--- src/rtl/tsi_cpu_pkg.sv ---
// Package: shared encodings for the switch processor port.
// Assumes an 8-bit control register whose field positions are fixed.
package tsi_cpu_pkg;

    localparam int CR_SPLIT = 7;
    localparam int CR_PE    = 6;
    localparam int CR_SEL_H = 4;
    localparam int CR_SEL_L = 3;

    typedef enum logic [1:0] {
        MSEL_OFF = 2'b00,
        MSEL_DM  = 2'b01,
        MSEL_CML = 2'b10,
        MSEL_CMH = 2'b11
    } msel_e;

    typedef enum logic [2:0] {
        SRC_ZERO = 3'd0,
        SRC_CTRL = 3'd1,
        SRC_DM   = 3'd2,
        SRC_CML  = 3'd3,
        SRC_CMH  = 3'd4
    } rsrc_e;

endpackage

--- src/rtl/tsi_cpu_ctrl_reg.sv ---
// Control register: holds split, processor-enable, memory-select and stream
// fields. Reserved bits are masked on write so they always read as zero.
// Assumes STR_W is 1..3 (stream field in the low bits).
module tsi_cpu_ctrl_reg
    import tsi_cpu_pkg::*;
#(
    parameter int DATA_W = 8,
    parameter int STR_W  = 2
) (
    input  logic              clk,
    input  logic              rst_n,
    input  logic              we,
    input  logic [DATA_W-1:0] wdata,
    output logic [DATA_W-1:0] ctrl_q,
    output logic              split,
    output logic              pe,
    output msel_e             msel,
    output logic [STR_W-1:0]  stream
);

    localparam logic [DATA_W-1:0] STR_MASK = DATA_W'((1 << STR_W) - 1);
    localparam logic [DATA_W-1:0] WMASK    = DATA_W'(8'hD8) | STR_MASK;

    // Register update: masked load on a control write.
    always_ff @(posedge clk) begin
        if (!rst_n)
            ctrl_q <= '0;
        else if (we)
            ctrl_q <= wdata & WMASK;
    end

    // Field extraction for the decoder and the core.
    always_comb begin
        split  = ctrl_q[CR_SPLIT];
        pe     = ctrl_q[CR_PE];
        msel   = msel_e'(ctrl_q[CR_SEL_H:CR_SEL_L]);
        stream = ctrl_q[STR_W-1:0];
    end

endmodule

--- src/rtl/tsi_cpu_decode.sv ---
// Access decoder: turns a host strobe into a control-register write, a
// memory strobe or a read source. Write wins when rd and wr coincide.
// Writes never reach the data memory; split mode only reroutes reads.
module tsi_cpu_decode
    import tsi_cpu_pkg::*;
#(
    parameter int CH_W = 5
) (
    input  logic          cs,
    input  logic          rd,
    input  logic          wr,
    input  logic [CH_W:0] addr,
    input  logic          split,
    input  msel_e         msel,
    output logic          ctrl_we,
    output logic          cml_we,
    output logic          cmh_we,
    output logic          dm_re,
    output logic          cml_re,
    output logic          cmh_re,
    output rsrc_e         rsrc
);

    logic wr_acc;
    logic rd_acc;
    logic is_mem;

    // Qualify the strobes and split the address space.
    always_comb begin
        wr_acc = cs & wr;
        rd_acc = cs & rd & ~wr;
        is_mem = addr[CH_W];
    end

    // Write routing: control register or one connection memory.
    always_comb begin
        ctrl_we = wr_acc & ~is_mem;
        cml_we  = wr_acc & is_mem & (msel == MSEL_CML);
        cmh_we  = wr_acc & is_mem & (msel == MSEL_CMH);
    end

    // Read source selection, split mode forcing the data memory.
    always_comb begin
        rsrc = SRC_ZERO;
        if (rd_acc) begin
            if (!is_mem)
                rsrc = SRC_CTRL;
            else if (split)
                rsrc = SRC_DM;
            else begin
                case (msel)
                    MSEL_DM:  rsrc = SRC_DM;
                    MSEL_CML: rsrc = SRC_CML;
                    MSEL_CMH: rsrc = SRC_CMH;
                    default:  rsrc = SRC_ZERO;
                endcase
            end
        end
    end

    // Memory read enables follow the chosen source.
    always_comb begin
        dm_re  = (rsrc == SRC_DM);
        cml_re = (rsrc == SRC_CML);
        cmh_re = (rsrc == SRC_CMH);
    end

endmodule

--- src/rtl/tsi_cpu_rdmux.sv ---
// Read data path: remembers the source of the previous cycle's read and
// selects matching data. Assumes RAM data arrives one clock after its enable.
module tsi_cpu_rdmux
    import tsi_cpu_pkg::*;
#(
    parameter int DATA_W = 8
) (
    input  logic              clk,
    input  logic              rst_n,
    input  rsrc_e             rsrc,
    input  logic [DATA_W-1:0] ctrl_q,
    input  logic [DATA_W-1:0] dm_rdata,
    input  logic [DATA_W-1:0] cml_rdata,
    input  logic [DATA_W-1:0] cmh_rdata,
    output logic [DATA_W-1:0] rdata
);

    rsrc_e             src_q;
    logic [DATA_W-1:0] ctrl_snap;

    // Capture the read source and a control-register snapshot.
    always_ff @(posedge clk) begin
        if (!rst_n) begin
            src_q     <= SRC_ZERO;
            ctrl_snap <= '0;
        end else begin
            src_q <= rsrc;
            if (rsrc == SRC_CTRL)
                ctrl_snap <= ctrl_q;
        end
    end

    // Output multiplexer, zero when no read was accepted.
    always_comb begin
        case (src_q)
            SRC_CTRL: rdata = ctrl_snap;
            SRC_DM:   rdata = dm_rdata;
            SRC_CML:  rdata = cml_rdata;
            SRC_CMH:  rdata = cmh_rdata;
            default:  rdata = '0;
        endcase
    end

endmodule

--- src/rtl/tsi_cpu_port.sv ---
// Top of the switch processor port: control register, access decoder and
// read multiplexer. Memories are external synchronous RAMs addressed by
// {stream, channel}; strobes are single-cycle and synchronous to clk.
module tsi_cpu_port
    import tsi_cpu_pkg::*;
#(
    parameter int DATA_W = 8,
    parameter int CH_W   = 5,
    parameter int STR_W  = 2,
    localparam int MEM_AW = STR_W + CH_W
) (
    input  logic              clk,
    input  logic              rst_n,
    input  logic              cs,
    input  logic              rd,
    input  logic              wr,
    input  logic [CH_W:0]     addr,
    input  logic [DATA_W-1:0] wdata,
    output logic [DATA_W-1:0] rdata,
    output logic              proc_en,
    output logic [MEM_AW-1:0] mem_addr,
    output logic [DATA_W-1:0] mem_wdata,
    output logic              cml_we,
    output logic              cmh_we,
    output logic              dm_re,
    output logic              cml_re,
    output logic              cmh_re,
    input  logic [DATA_W-1:0] dm_rdata,
    input  logic [DATA_W-1:0] cml_rdata,
    input  logic [DATA_W-1:0] cmh_rdata
);

    logic [DATA_W-1:0] ctrl_q;
    logic              split;
    logic              pe;
    msel_e             msel;
    logic [STR_W-1:0]  stream;
    logic              ctrl_we;
    rsrc_e             rsrc;

    tsi_cpu_ctrl_reg #(.DATA_W(DATA_W), .STR_W(STR_W)) u_ctrl (
        .clk    (clk),
        .rst_n  (rst_n),
        .we     (ctrl_we),
        .wdata  (wdata),
        .ctrl_q (ctrl_q),
        .split  (split),
        .pe     (pe),
        .msel   (msel),
        .stream (stream)
    );

    tsi_cpu_decode #(.CH_W(CH_W)) u_dec (
        .cs      (cs),
        .rd      (rd),
        .wr      (wr),
        .addr    (addr),
        .split   (split),
        .msel    (msel),
        .ctrl_we (ctrl_we),
        .cml_we  (cml_we),
        .cmh_we  (cmh_we),
        .dm_re   (dm_re),
        .cml_re  (cml_re),
        .cmh_re  (cmh_re),
        .rsrc    (rsrc)
    );

    tsi_cpu_rdmux #(.DATA_W(DATA_W)) u_rmux (
        .clk       (clk),
        .rst_n     (rst_n),
        .rsrc      (rsrc),
        .ctrl_q    (ctrl_q),
        .dm_rdata  (dm_rdata),
        .cml_rdata (cml_rdata),
        .cmh_rdata (cmh_rdata),
        .rdata     (rdata)
    );

    // Paged memory address, shared write data and core flag.
    always_comb begin
        mem_addr  = {stream, addr[CH_W-1:0]};
        mem_wdata = wdata;
        proc_en   = pe;
    end

endmodule

--- config.mk ---
export PLATFORM = sky130hd
export DESIGN_NAME = tsi_cpu_port
export DESIGN_NICKNAME = d
export VERILOG_FILES = /design/src/rtl/tsi_cpu_pkg.sv /design/src/rtl/tsi_cpu_ctrl_reg.sv /design/src/rtl/tsi_cpu_decode.sv /design/src/rtl/tsi_cpu_rdmux.sv /design/src/rtl/tsi_cpu_port.sv
export SDC_FILE = /design/constraint.sdc
export NUM_CORES = 1
export LEC_CHECK = 0
export BUFFER_PORTS_ARGS = -buffer_cell sky130_fd_sc_hd__buf_4
export CORE_MARGIN = 2
export CORE_UTILIZATION = 37
export DETAILED_ROUTE_END_ITERATION = 8
export PLACE_DENSITY = 0.81
export SLEW_MARGIN = 20
export SYNTH_ARGS = -nofsm -noshare
export SYNTH_HDL_FRONTEND = slang
export SYNTH_SLANG_ARGS = --single-unit
--- constraint.sdc ---
create_clock -name clk -period 1.4 [get_ports clk]
set_input_delay 0.28 -clock clk [delete_from_list [all_inputs] [get_ports clk]]
set_output_delay 0.28 -clock clk [all_outputs]
set_load 0.01 [all_outputs]
==> metrics.yaml, run 1 <==
critPathRequiredTime_ns: 1.12
postSynthRegisterBits: 15
fin_worst_hold_slack_ns: 0.253
internal-power_mw: 0.679
synthesis.instances: 128
maximum_fanout_along_the_worst_path: 2
timing.critical_path.slowest_stage_cell: "sky130_fd_sc_hd__dfxtp_2"
area_growth_pct: 65.0
remaining_antenna_violation_count: 0
die_area_sq_um: 3360
worst_ir_drop_vdd_v: 0.000428
relSlewSlack: 0.832
first_pass_grt_wire_length_um: 4950
seq_area_frac_synth: 0.279
grt_overflow_total: 0
register_area_sq_um: 310
final-max-slew-violation-count: 0
hold_violations: 0
clock_latency_ns: 0.29
cts_buffers: 3
remaining_drc_errors: 0
htreeDepth: 1
synth-edff-count: 0
ys_top_cells_by_area: "sky130_fd_sc_hd__dfxtp_1 28%, sky130_fd_sc_hd__mux2i_1 13%, sky130_fd_sc_hd__buf_4 11%"
fp.coreArea_sq_um: 2760
globalRouteTotalUtil: 0.188
finClkSkew_ns: 0.00585
post_synth.cell_area_avg_sq_um: 8.41
setup.worst_path.end_class: "output pin"
worstHoldPathType: "input pin to flip-flop"
grt_max_degree: 22
library_cell_occupying_the_most_area_in_the_post_synthesis_netlist: "sky130_fd_sc_hd__dfxtp_1"
timing.final.crit_share: 1.30
synth_largest_type_area_fraction: 0.279
syn-num-nets: 175
ys_warn_count: 0
timing.rr.start: "u_ctrl.ctrl_q[3]"
area_of_combinational_cells_with_multiple_inputs_sq_um: 781
ys_dominant_reg_cell: "sky130_fd_sc_hd__dfxtp_1"
rows: 19
die_height_um: 57.9
seq_power_share: 0.481
power_density_nw_per_um2: 514
critical_path_depth: 7
clock.fmax_ghz: 0.551
path_cells: "inv_2, ha_4, nand2b_4, nand2_4, nand3_2, nor4b_4, buf_4"
power.share.clock: 0.273
gp_congestion: 0.816
synthMostInstantiatedCell: "sky130_fd_sc_hd__nand2_1"
post_dp_cell_area_sq_um: 1530
routed_wire_length_per_instance_um: 13.7
stdcell_area_sq_um: 1780
post_drt_via_cell_ratio: 5.10
setup_ws_ns: -0.415
ys_top_cells_by_count: "25 x sky130_fd_sc_hd__nand2_1, 16 x sky130_fd_sc_hd__buf_4, 15 x sky130_fd_sc_hd__dfxtp_1"
switching_power_mw: 0.234
largest_delay_share_family_worst_path: "simple AND/OR/NAND/NOR gates"
worst_r2r_path_depth: 10
power.total_mw: 0.913
min_path_cells: 2
top_level_ports: 72
insertedDiodeCount: 0
floorplan.die.width_um: 57.9
maxCapViolCount: 0
num_vias: 1123
setup_viol: 19
swShare: 0.256
worst_margin_pin_slew_ns: 0.252
dr.pass1.iters: 4
p_leak_nw: 0.803
failed_checks: "setup timing"
timing.reg2reg.setup_slack_ns: -0.37
antenna_found_initial: 0
combinationalPowerShare: 0.246
worstSetupStartpointType: "flip-flop"
cts_root_buf: "sky130_fd_sc_hd__clkbuf_4"
clk_path_buf_depth: 2
path_buf_inv: 2
max_stage_delay_ns: 0.34
worst_hold_startpoint: "addr[5]"
run_status: "finished, violations left"
vias_in_the_first_global_route: 1144
dr.first_iter.drc_count: 25
mappedNetlistArea_sq_um: 1080
worstPathArrival_ns: 1.54
design.final.nets: 237
place_hpwl_um: 2190
finalCriticalPeriod_ns: 1.82
totalWireLength_um: 3020
nFillCells: 243
cp-startpoint: "u_ctrl.ctrl_q[3]"
tritoncts: "done"
layout-drive-gt1-share: 0.619
path_class: "flip-flop to output pin"
initial_utilization: 0.390
io_port_bufs: 57
synthArstFlopShare: 0
final_cell_utilization_of_the_core: 0.644
rsz0062_at_grt: "yes"
clk_pin_slew_worst_paths_ns: 0.09
setup_slack_placement_ns: -0.129
yosys.cell_types.count: 26
cts.sinks: 15
==> worst paths after layout <==
kind	endpoint
min reg2reg	u_rmux.ctrl_snap[0]
min	u_rmux.src_q[0]
max reg2reg	u_rmux.ctrl_snap[4]
max	cmh_re
==> final cells by class <==
cell class | instances | area share
clock buffers | 4 | 0.0148
inverters | 1 | 0.00211
multi-input cells | 92 | 0.440
flip-flops and latches | 15 | 0.175
well taps | 31 | 0.0218
repair buffers | 77 | 0.347
==> power groups by stage <==
| stage | clock network (mW) | logic (mW) | registers (mW) |
|---|---|---|---|
| CTS | 0.250 | 0.223 | 0.439 |
| detailed placement | 0 | 0.189 | 0.451 |
| finish | 0.249 | 0.224 | 0.439 |
| global placement | 0 | 0.182 | 0.450 |
| floorplan | 0 | 0.0992 | 0.450 |
| global route | 0.270 | 0.242 | 0.441 |
==> through the flow <==
| stage | cells | TNS (ns) |
|---|---|---|
| floorplan | 128 | -0.0739 |
| global placement | 211 | -0.394 |
| detailed placement | 211 | -1.08 |
| CTS | 221 | -5.54 |
| global route | 220 | -6.81 |
| finish | 220 | -5.41 |
==> metal layers <==
| layer | track usage | wire length [um] | vias to the layer above |
|---|---|---|---|
| met4 | 0.0897 | 38 | 0 |
| met3 | 0.0625 | 261 | 5 |
| met2 | 0.343 | 1590 | 50 |
| met5 | 0 | 0 | - |
| met1 | 0.192 | 1130 | 524 |
| li1 | - | - | 544 |
==> cells by family (layout without fill, tap and decap cells) <==
group / after synthesis / in the layout / share of synthesized area
and+or+nand+nor: 50 / 50 / 0.247
DFF: 15 / 15 / 0.279
AOI/OAI and AO/OA: 18 / 18 / 0.0977
adders and majority gates: 4 / 4 / 0.0465
buffers and inverters: 21 / 82 / 0.137
muxes: 20 / 20 / 0.193
==> layout by cell type, fill, tap and decap left out, types with 2 or more instances in the layout <==
| cell type | netlist | layout |
|---|---|---|
| sky130_fd_sc_hd__buf_4 | 16 | 67 |
| sky130_fd_sc_hd__mux2_4 | 0 | 6 |
| sky130_fd_sc_hd__buf_6 | 1 | 10 |
| sky130_fd_sc_hd__dfxtp_4 | 0 | 2 |
| sky130_fd_sc_hd__nand2b_1 | 4 | 3 |
| sky130_fd_sc_hd__nand2_1 | 25 | 19 |
| sky130_fd_sc_hd__nand2_2 | 0 | 5 |
| sky130_fd_sc_hd__ha_4 | 0 | 2 |
| sky130_fd_sc_hd__a21oi_1 | 3 | 2 |
| sky130_fd_sc_hd__dfxtp_1 | 15 | 11 |
| sky130_fd_sc_hd__a22oi_2 | 0 | 5 |
| sky130_fd_sc_hd__dfxtp_2 | 0 | 2 |
| sky130_fd_sc_hd__o21ai_1 | 1 | 8 |
| sky130_fd_sc_hd__clkbuf_4 | 0 | 3 |
| sky130_fd_sc_hd__mux2i_1 | 14 | 13 |
| sky130_fd_sc_hd__nor2b_1 | 8 | 7 |
| sky130_fd_sc_hd__and4_1 | 2 | 2 |
==> flip-flops by register name, summed over array words and instances (netlist names) <==
signal and flops:
u_ctrl.ctrl_q 6, u_rmux.src_q 3, u_rmux.ctrl_snap 6
==> worst register-to-register path, cell delays in order (launching register included) <==
cell                       delay [ns]
sky130_fd_sc_hd__dfxtp_2         0.34
sky130_fd_sc_hd__inv_2           0.05
sky130_fd_sc_hd__ha_4            0.27
sky130_fd_sc_hd__nand2b_4        0.06
sky130_fd_sc_hd__nand2_4         0.07
sky130_fd_sc_hd__buf_4           0.10
sky130_fd_sc_hd__buf_6           0.08
sky130_fd_sc_hd__buf_6           0.08
sky130_fd_sc_hd__buf_6           0.08
sky130_fd_sc_hd__and4_4          0.29
sky130_fd_sc_hd__mux2i_2         0.27
==> timing repair <==
item	CTS	global route
setup buffers	10	1
endpoints found under the hold margin	0	0
pin swaps	14	4
setup endpoints to repair	19	19
hold buffers	0	0
resized for setup	46	10
No activity file was read; power rests on OpenSTA's default activity.
==> run 2: changes to the inputs <==
--- a/config.mk
+++ b/config.mk
@@ -7,10 +7,11 @@
 export LEC_CHECK = 0
 export BUFFER_PORTS_ARGS = -buffer_cell sky130_fd_sc_hd__buf_4
 export CORE_MARGIN = 2
-export CORE_UTILIZATION = 37
+export CORE_UTILIZATION = 39
+export CTS_BUF_LIST = sky130_fd_sc_hd__clkbuf_8
 export DETAILED_ROUTE_END_ITERATION = 8
-export PLACE_DENSITY = 0.81
-export SLEW_MARGIN = 20
+export PLACE_DENSITY = 0.85
+export SLEW_MARGIN = 5
 export SYNTH_ARGS = -nofsm -noshare
 export SYNTH_HDL_FRONTEND = slang
 export SYNTH_SLANG_ARGS = --single-unit
==> run 2 against run 1 <==
  * Maximum frequency grew 3.2%
  * Power grew 10%
  * Via count grew 1.2%
  * Cell area shrank 1.6%
  * Critical path type unchanged
  * Largest cell class unchanged
  * Clock power grew 41%
  * Non-clock buffer count grew 1
  * Utilization grew 0.68 points
  * The flow still finishes with violations (setup timing)
  * Critical path depth is the same
==> metrics.yaml, run 2 (synthesis gave the netlist of run 1 again) <==
setup_slack_placement_ns: -0.123
rsz0062_at_grt: "yes"
initial_utilization: 0.401
fin_worst_hold_slack_ns: 0.301
cp-startpoint: "u_ctrl.ctrl_q[3]"
mostFrequentLayoutCell: "sky130_fd_sc_hd__buf_4"
timing.setup.tns_ns: -4.83
remaining_drc_errors: 0
clock.fmax_ghz: 0.569
floorplan.die.width_um: 56.5
mostFrequentLayoutCells: "72 x sky130_fd_sc_hd__buf_4, 22 x sky130_fd_sc_hd__nand2_1, 14 x sky130_fd_sc_hd__mux2i_1, 11 x sky130_fd_sc_hd__dfxtp_1, 7 x sky130_fd_sc_hd__nor2b_1"
layout-drive-gt1-share: 0.600
top_regs: "u_ctrl.ctrl_q: 6 flops, u_rmux.ctrl_snap: 6 flops, u_rmux.src_q: 3 flops"
power.total_mw: 1.01
final-max-slew-violation-count: 0
area_growth_pct: 62.4
fp.coreArea_sq_um: 2690
io_port_bufs: 57
stdcell_area_sq_um: 1750
finalCriticalPeriod_ns: 1.76
num_vias: 1137
maximum_fanout_along_the_worst_path: 2
nFillCells: 193
place_hpwl_um: 2310
timing.critical_path.slowest_stage_cell: "sky130_fd_sc_hd__dfxtp_2"
insertedDiodeCount: 0
clock_latency_ns: 0.25
antenna_found_initial: 0
failed_checks: "setup timing"
htreeDepth: 1
remaining_antenna_violation_count: 0
design.final.nets: 238
max_stage_delay_ns: 0.34
dr.pass1.iters: 4
hold_violations: 0
rows: 19
globalRouteTotalUtil: 0.196
relSlewSlack: 0.774
cts.sinks: 15
postCtsHoldBufs: 0
power_density_nw_per_um2: 577
post_dp_cell_area_sq_um: 1560
worst_margin_pin_slew_ns: 0.339
cts_root_buf: "sky130_fd_sc_hd__clkbuf_8"
final_cell_utilization_of_the_core: 0.651
first_pass_grt_wire_length_um: 4990
run_status: "finished, violations left"
worst_ir_drop_vdd_v: 0.000581
worstSetupStartpointType: "flip-flop"
die_area_sq_um: 3200
vias_in_the_first_global_route: 1108
maxCapViolCount: 0
setup.worst_path.end_class: "output pin"
cts_buffers: 3
timing.rr.start: "u_ctrl.ctrl_q[3]"
worst_hold_startpoint: "wdata[3]"
tritoncts: "done"
setup_viol: 19
gp_congestion: 0.775
clk_pin_slew_worst_paths_ns: 0.06
path_class: "flip-flop to output pin"
placed_cells_incl_taps: 214
dr.first_iter.drc_count: 40
setup_ws_ns: -0.359
finClkSkew_ns: 0.00394
die_height_um: 56.5
worstPathArrival_ns: 1.48
p_leak_nw: 0.805
path_cells: "inv_2, ha_4, nand2b_4, nand2_4, nand3_4, nor4b_4, buf_4"
top_level_ports: 72
worstHoldPathType: "input pin to flip-flop"
grt_max_degree: 22
critPathRequiredTime_ns: 1.12
routed_wire_length_per_instance_um: 13.8
grt_overflow_total: 0
clk_path_buf_depth: 2
totalWireLength_um: 3040
post_drt_via_cell_ratio: 5.14
instances_no_fill: 221
timing.final.crit_share: 1.26
-- run 2: cell types whose count changed in the layout (fill, tap and decap cells not counted), sizes merged --
cell | before | now
buf | 77 | 78
clkbuf | 4 | 3
clkinv | 0 | 1
-- run 2: final timing paths --
check | endpoint | slack (ns) | cells after the start
worst max-delay path | cmh_re | -0.36 | 7
worst min-delay path | u_ctrl.ctrl_q[3] | 0.30 | 3
worst min register to register | u_rmux.ctrl_snap[0] | 0.47 | 2
worst max register to register | u_rmux.ctrl_snap[7] | -0.24 | 9
-- run 2: area by class of cell --
type | count | area (sq um) | share of cell area
Sequential cell | 15 | 310 | 0.178
Clock inverter | 1 | 5.00 | 0.00286
Inverter | 1 | 3.75 | 0.00215
Multi-Input combinational cell | 92 | 741 | 0.424
Tap cell | 31 | 38.8 | 0.0222
Timing Repair Buffer | 78 | 608 | 0.348
Clock buffer | 3 | 41.3 | 0.0236
-- run 2: what timing repair did --
action,CTS,global route
resized for setup,33,6
setup buffers,4,1
pin swaps,15,2
setup endpoints to repair,19,19
-- run 2: per-layer routing --
metal	part of all wire	GRT usage	wire (um)
met4	0.013	0.0714	40
met1	0.36	0.210	1080
met3	0.080	0.0369	244
met2	0.55	0.372	1670
met5	0	0	0
-- run 2: worst max-delay path: cells and delay by family, from the launching register on --
kind / cells / cell delay, ns
adders and majority gates: 1 / 0.26
buffers and inverters: 2 / 0.21
DFF: 1 / 0.34
and+or+nand+nor: 4 / 0.40
-- run 2: where the power goes --
group / internal, mW / switching [mW] / total (mW)
Sequential: 0.432 / 0.00784 / 0.439
Clock: 0.197 / 0.154 / 0.351
Combinational: 0.131 / 0.0861 / 0.217
Total: 0.760 / 0.248 / 1.01
==> run 3: changes to the inputs <==
--- a/config.mk
+++ b/config.mk
@@ -10,6 +10,7 @@
 export CORE_UTILIZATION = 39
 export CTS_BUF_LIST = sky130_fd_sc_hd__clkbuf_8
 export DETAILED_ROUTE_END_ITERATION = 8
+export MAX_ROUTING_LAYER = met4
 export PLACE_DENSITY = 0.85
 export SLEW_MARGIN = 5
 export SYNTH_ARGS = -nofsm -noshare
==> run 3 against run 2 <==
  * The run still ends with setup timing left
  * Utilization is the same
  * Flip-flop and latch count unchanged
  * Highest routed layer unchanged
  * Largest power group unchanged
  * Cell area unchanged
  * Largest cell class unchanged
  * Critical path depth is the same
  * Wire length shrank 0.23%
==> metrics.yaml, run 3 (synthesis gave the netlist of run 1 again) <==
run_status: "finished, violations left"
failed_checks: "setup timing"
max_stage_delay_ns: 0.35
first_pass_grt_wire_length_um: 5000
io_port_bufs: 57
nFillCells: 193
gr-max-usage-layer: "met2"
worst_ir_drop_vdd_v: 0.000580
cts_root_buf: "sky130_fd_sc_hd__clkbuf_8"
setup_viol: 19
timing.setup.tns_ns: -4.83
rsz0062_at_grt: "yes"
globalRouteMet1Util: 0.212
clock_latency_ns: 0.25
timing.final.crit_share: 1.26
postCtsHoldBufs: 0
setup_slack_placement_ns: -0.123
grt_max_degree: 22
htreeDepth: 1
p_leak_nw: 0.805
mostFrequentLayoutCell: "sky130_fd_sc_hd__buf_4"
clock.fmax_ghz: 0.568
clk_path_buf_depth: 2
maximum_fanout_along_the_worst_path: 2
dr.first_iter.drc_count: 32
clk_pin_slew_worst_paths_ns: 0.06
num_vias: 1139
top_level_ports: 72
remaining_drc_errors: 0
maxCapViolCount: 0
place_hpwl_um: 2310
floorplan.die.width_um: 56.5
design.final.nets: 238
finClkSkew_ns: 0.00425
layout-drive-gt1-share: 0.600
stdcell_area_sq_um: 1750
grt_overflow_total: 0
dr.pass1.iters: 5
remaining_antenna_violation_count: 0
finalCriticalPeriod_ns: 1.76
globalRouteTotalUtil: 0.201
initial_utilization: 0.401
post_drt_via_cell_ratio: 5.15
die_height_um: 56.5
cts_buffers: 3
final-max-slew-violation-count: 0
post_dp_cell_area_sq_um: 1560
power_density_nw_per_um2: 576
totalWireLength_um: 3040
cts.sinks: 15
instances_no_fill: 221
relSlewSlack: 0.775
die_area_sq_um: 3200
routed_wire_length_per_instance_um: 13.7
fp.coreArea_sq_um: 2690
top_regs: "u_ctrl.ctrl_q: 6 flops, u_rmux.ctrl_snap: 6 flops, u_rmux.src_q: 3 flops"
worstSetupStartpointType: "flip-flop"
globalRouteMet3Util: 0.0346
mostFrequentLayoutCells: "72 x sky130_fd_sc_hd__buf_4, 22 x sky130_fd_sc_hd__nand2_1, 14 x sky130_fd_sc_hd__mux2i_1, 11 x sky130_fd_sc_hd__dfxtp_1, 7 x sky130_fd_sc_hd__nor2b_1"
rows: 19
tritoncts: "done"
insertedDiodeCount: 0
path_class: "flip-flop to output pin"
worstPathArrival_ns: 1.48
timing.critical_path.slowest_stage_cell: "sky130_fd_sc_hd__dfxtp_2"
worst_margin_pin_slew_ns: 0.337
hold_violations: 0
setup_ws_ns: -0.359
worstHoldPathType: "input pin to flip-flop"
area_growth_pct: 62.4
path_cells: "inv_2, ha_4, nand2b_4, nand2_4, nand3_4, nor4b_4, buf_4"
vias_in_the_first_global_route: 1108
antenna_found_initial: 0
gp_congestion: 0.785
setup.worst_path.end_class: "output pin"
groute.layer.met2.usage: 0.372
critPathRequiredTime_ns: 1.12
power.total_mw: 1.01
placed_cells_incl_taps: 214
## run 3: cell counts in the layout (fill, tap and decap cells not counted)
Identical to the previous run, type by type.
## run 3: path summary, 6_finish.rpt
check                                          from                  end  slack (ns)  cells past startpoint
worst max register to register     u_ctrl.ctrl_q[3]  u_rmux.ctrl_snap[7]       -0.24                      9
worst min register to register  u_rmux.ctrl_snap[0]  u_rmux.ctrl_snap[0]        0.47                      2
worst max-delay path               u_ctrl.ctrl_q[3]               cmh_re       -0.36                      7
worst min-delay path                       wdata[3]     u_ctrl.ctrl_q[3]        0.30                      3
## run 3: what timing repair did
item / 4_1_cts / 5_1_grt
gates resized for setup: 33 / 6
setup buffers: 4 / 1
pin swaps: 15 / 2
cloned: 0 / 0
endpoints found under the setup margin: 19 / 19
## run 3: metal layers
metal	routed length, um	share of wire
met1	1100	0.36
met2	1670	0.55
met3	226	0.074
met4	40	0.013
met5	0	0
## run 3: through the flow
step,hold slack [ns],utilization
floorplan,0.368,-
global placement,0.452,0.579
detailed placement,0.456,0.579
CTS,0.287,0.639
global route,0.309,0.651
finish,0.301,0.651
## run 3: power by group
part / internal (mW) / switching (mW)
registers: 0.432 / 0.00780
clock network: 0.197 / 0.154
logic: 0.131 / 0.0859
## run 3: worst max-delay path, delay by kind of cell (launching register included)
family | cells | cell delay [ns]
and+or+nand+nor | 4 | 0.40
DFF | 1 | 0.35
buffers and inverters | 2 | 0.21
adders and majority gates | 1 | 0.26
## run 3: cell type report
| type | instances | area (sq um) | share of cell area |
|---|---|---|---|
| multi-input combinational | 92 | 741 | 0.424 |
| tap | 31 | 38.8 | 0.0222 |
| timing repair buffer | 78 | 608 | 0.348 |
| clock inverter | 1 | 5.00 | 0.00286 |
| inverter | 1 | 3.75 | 0.00215 |
| clock buffer | 3 | 41.3 | 0.0236 |
| sequential | 15 | 310 | 0.178 |
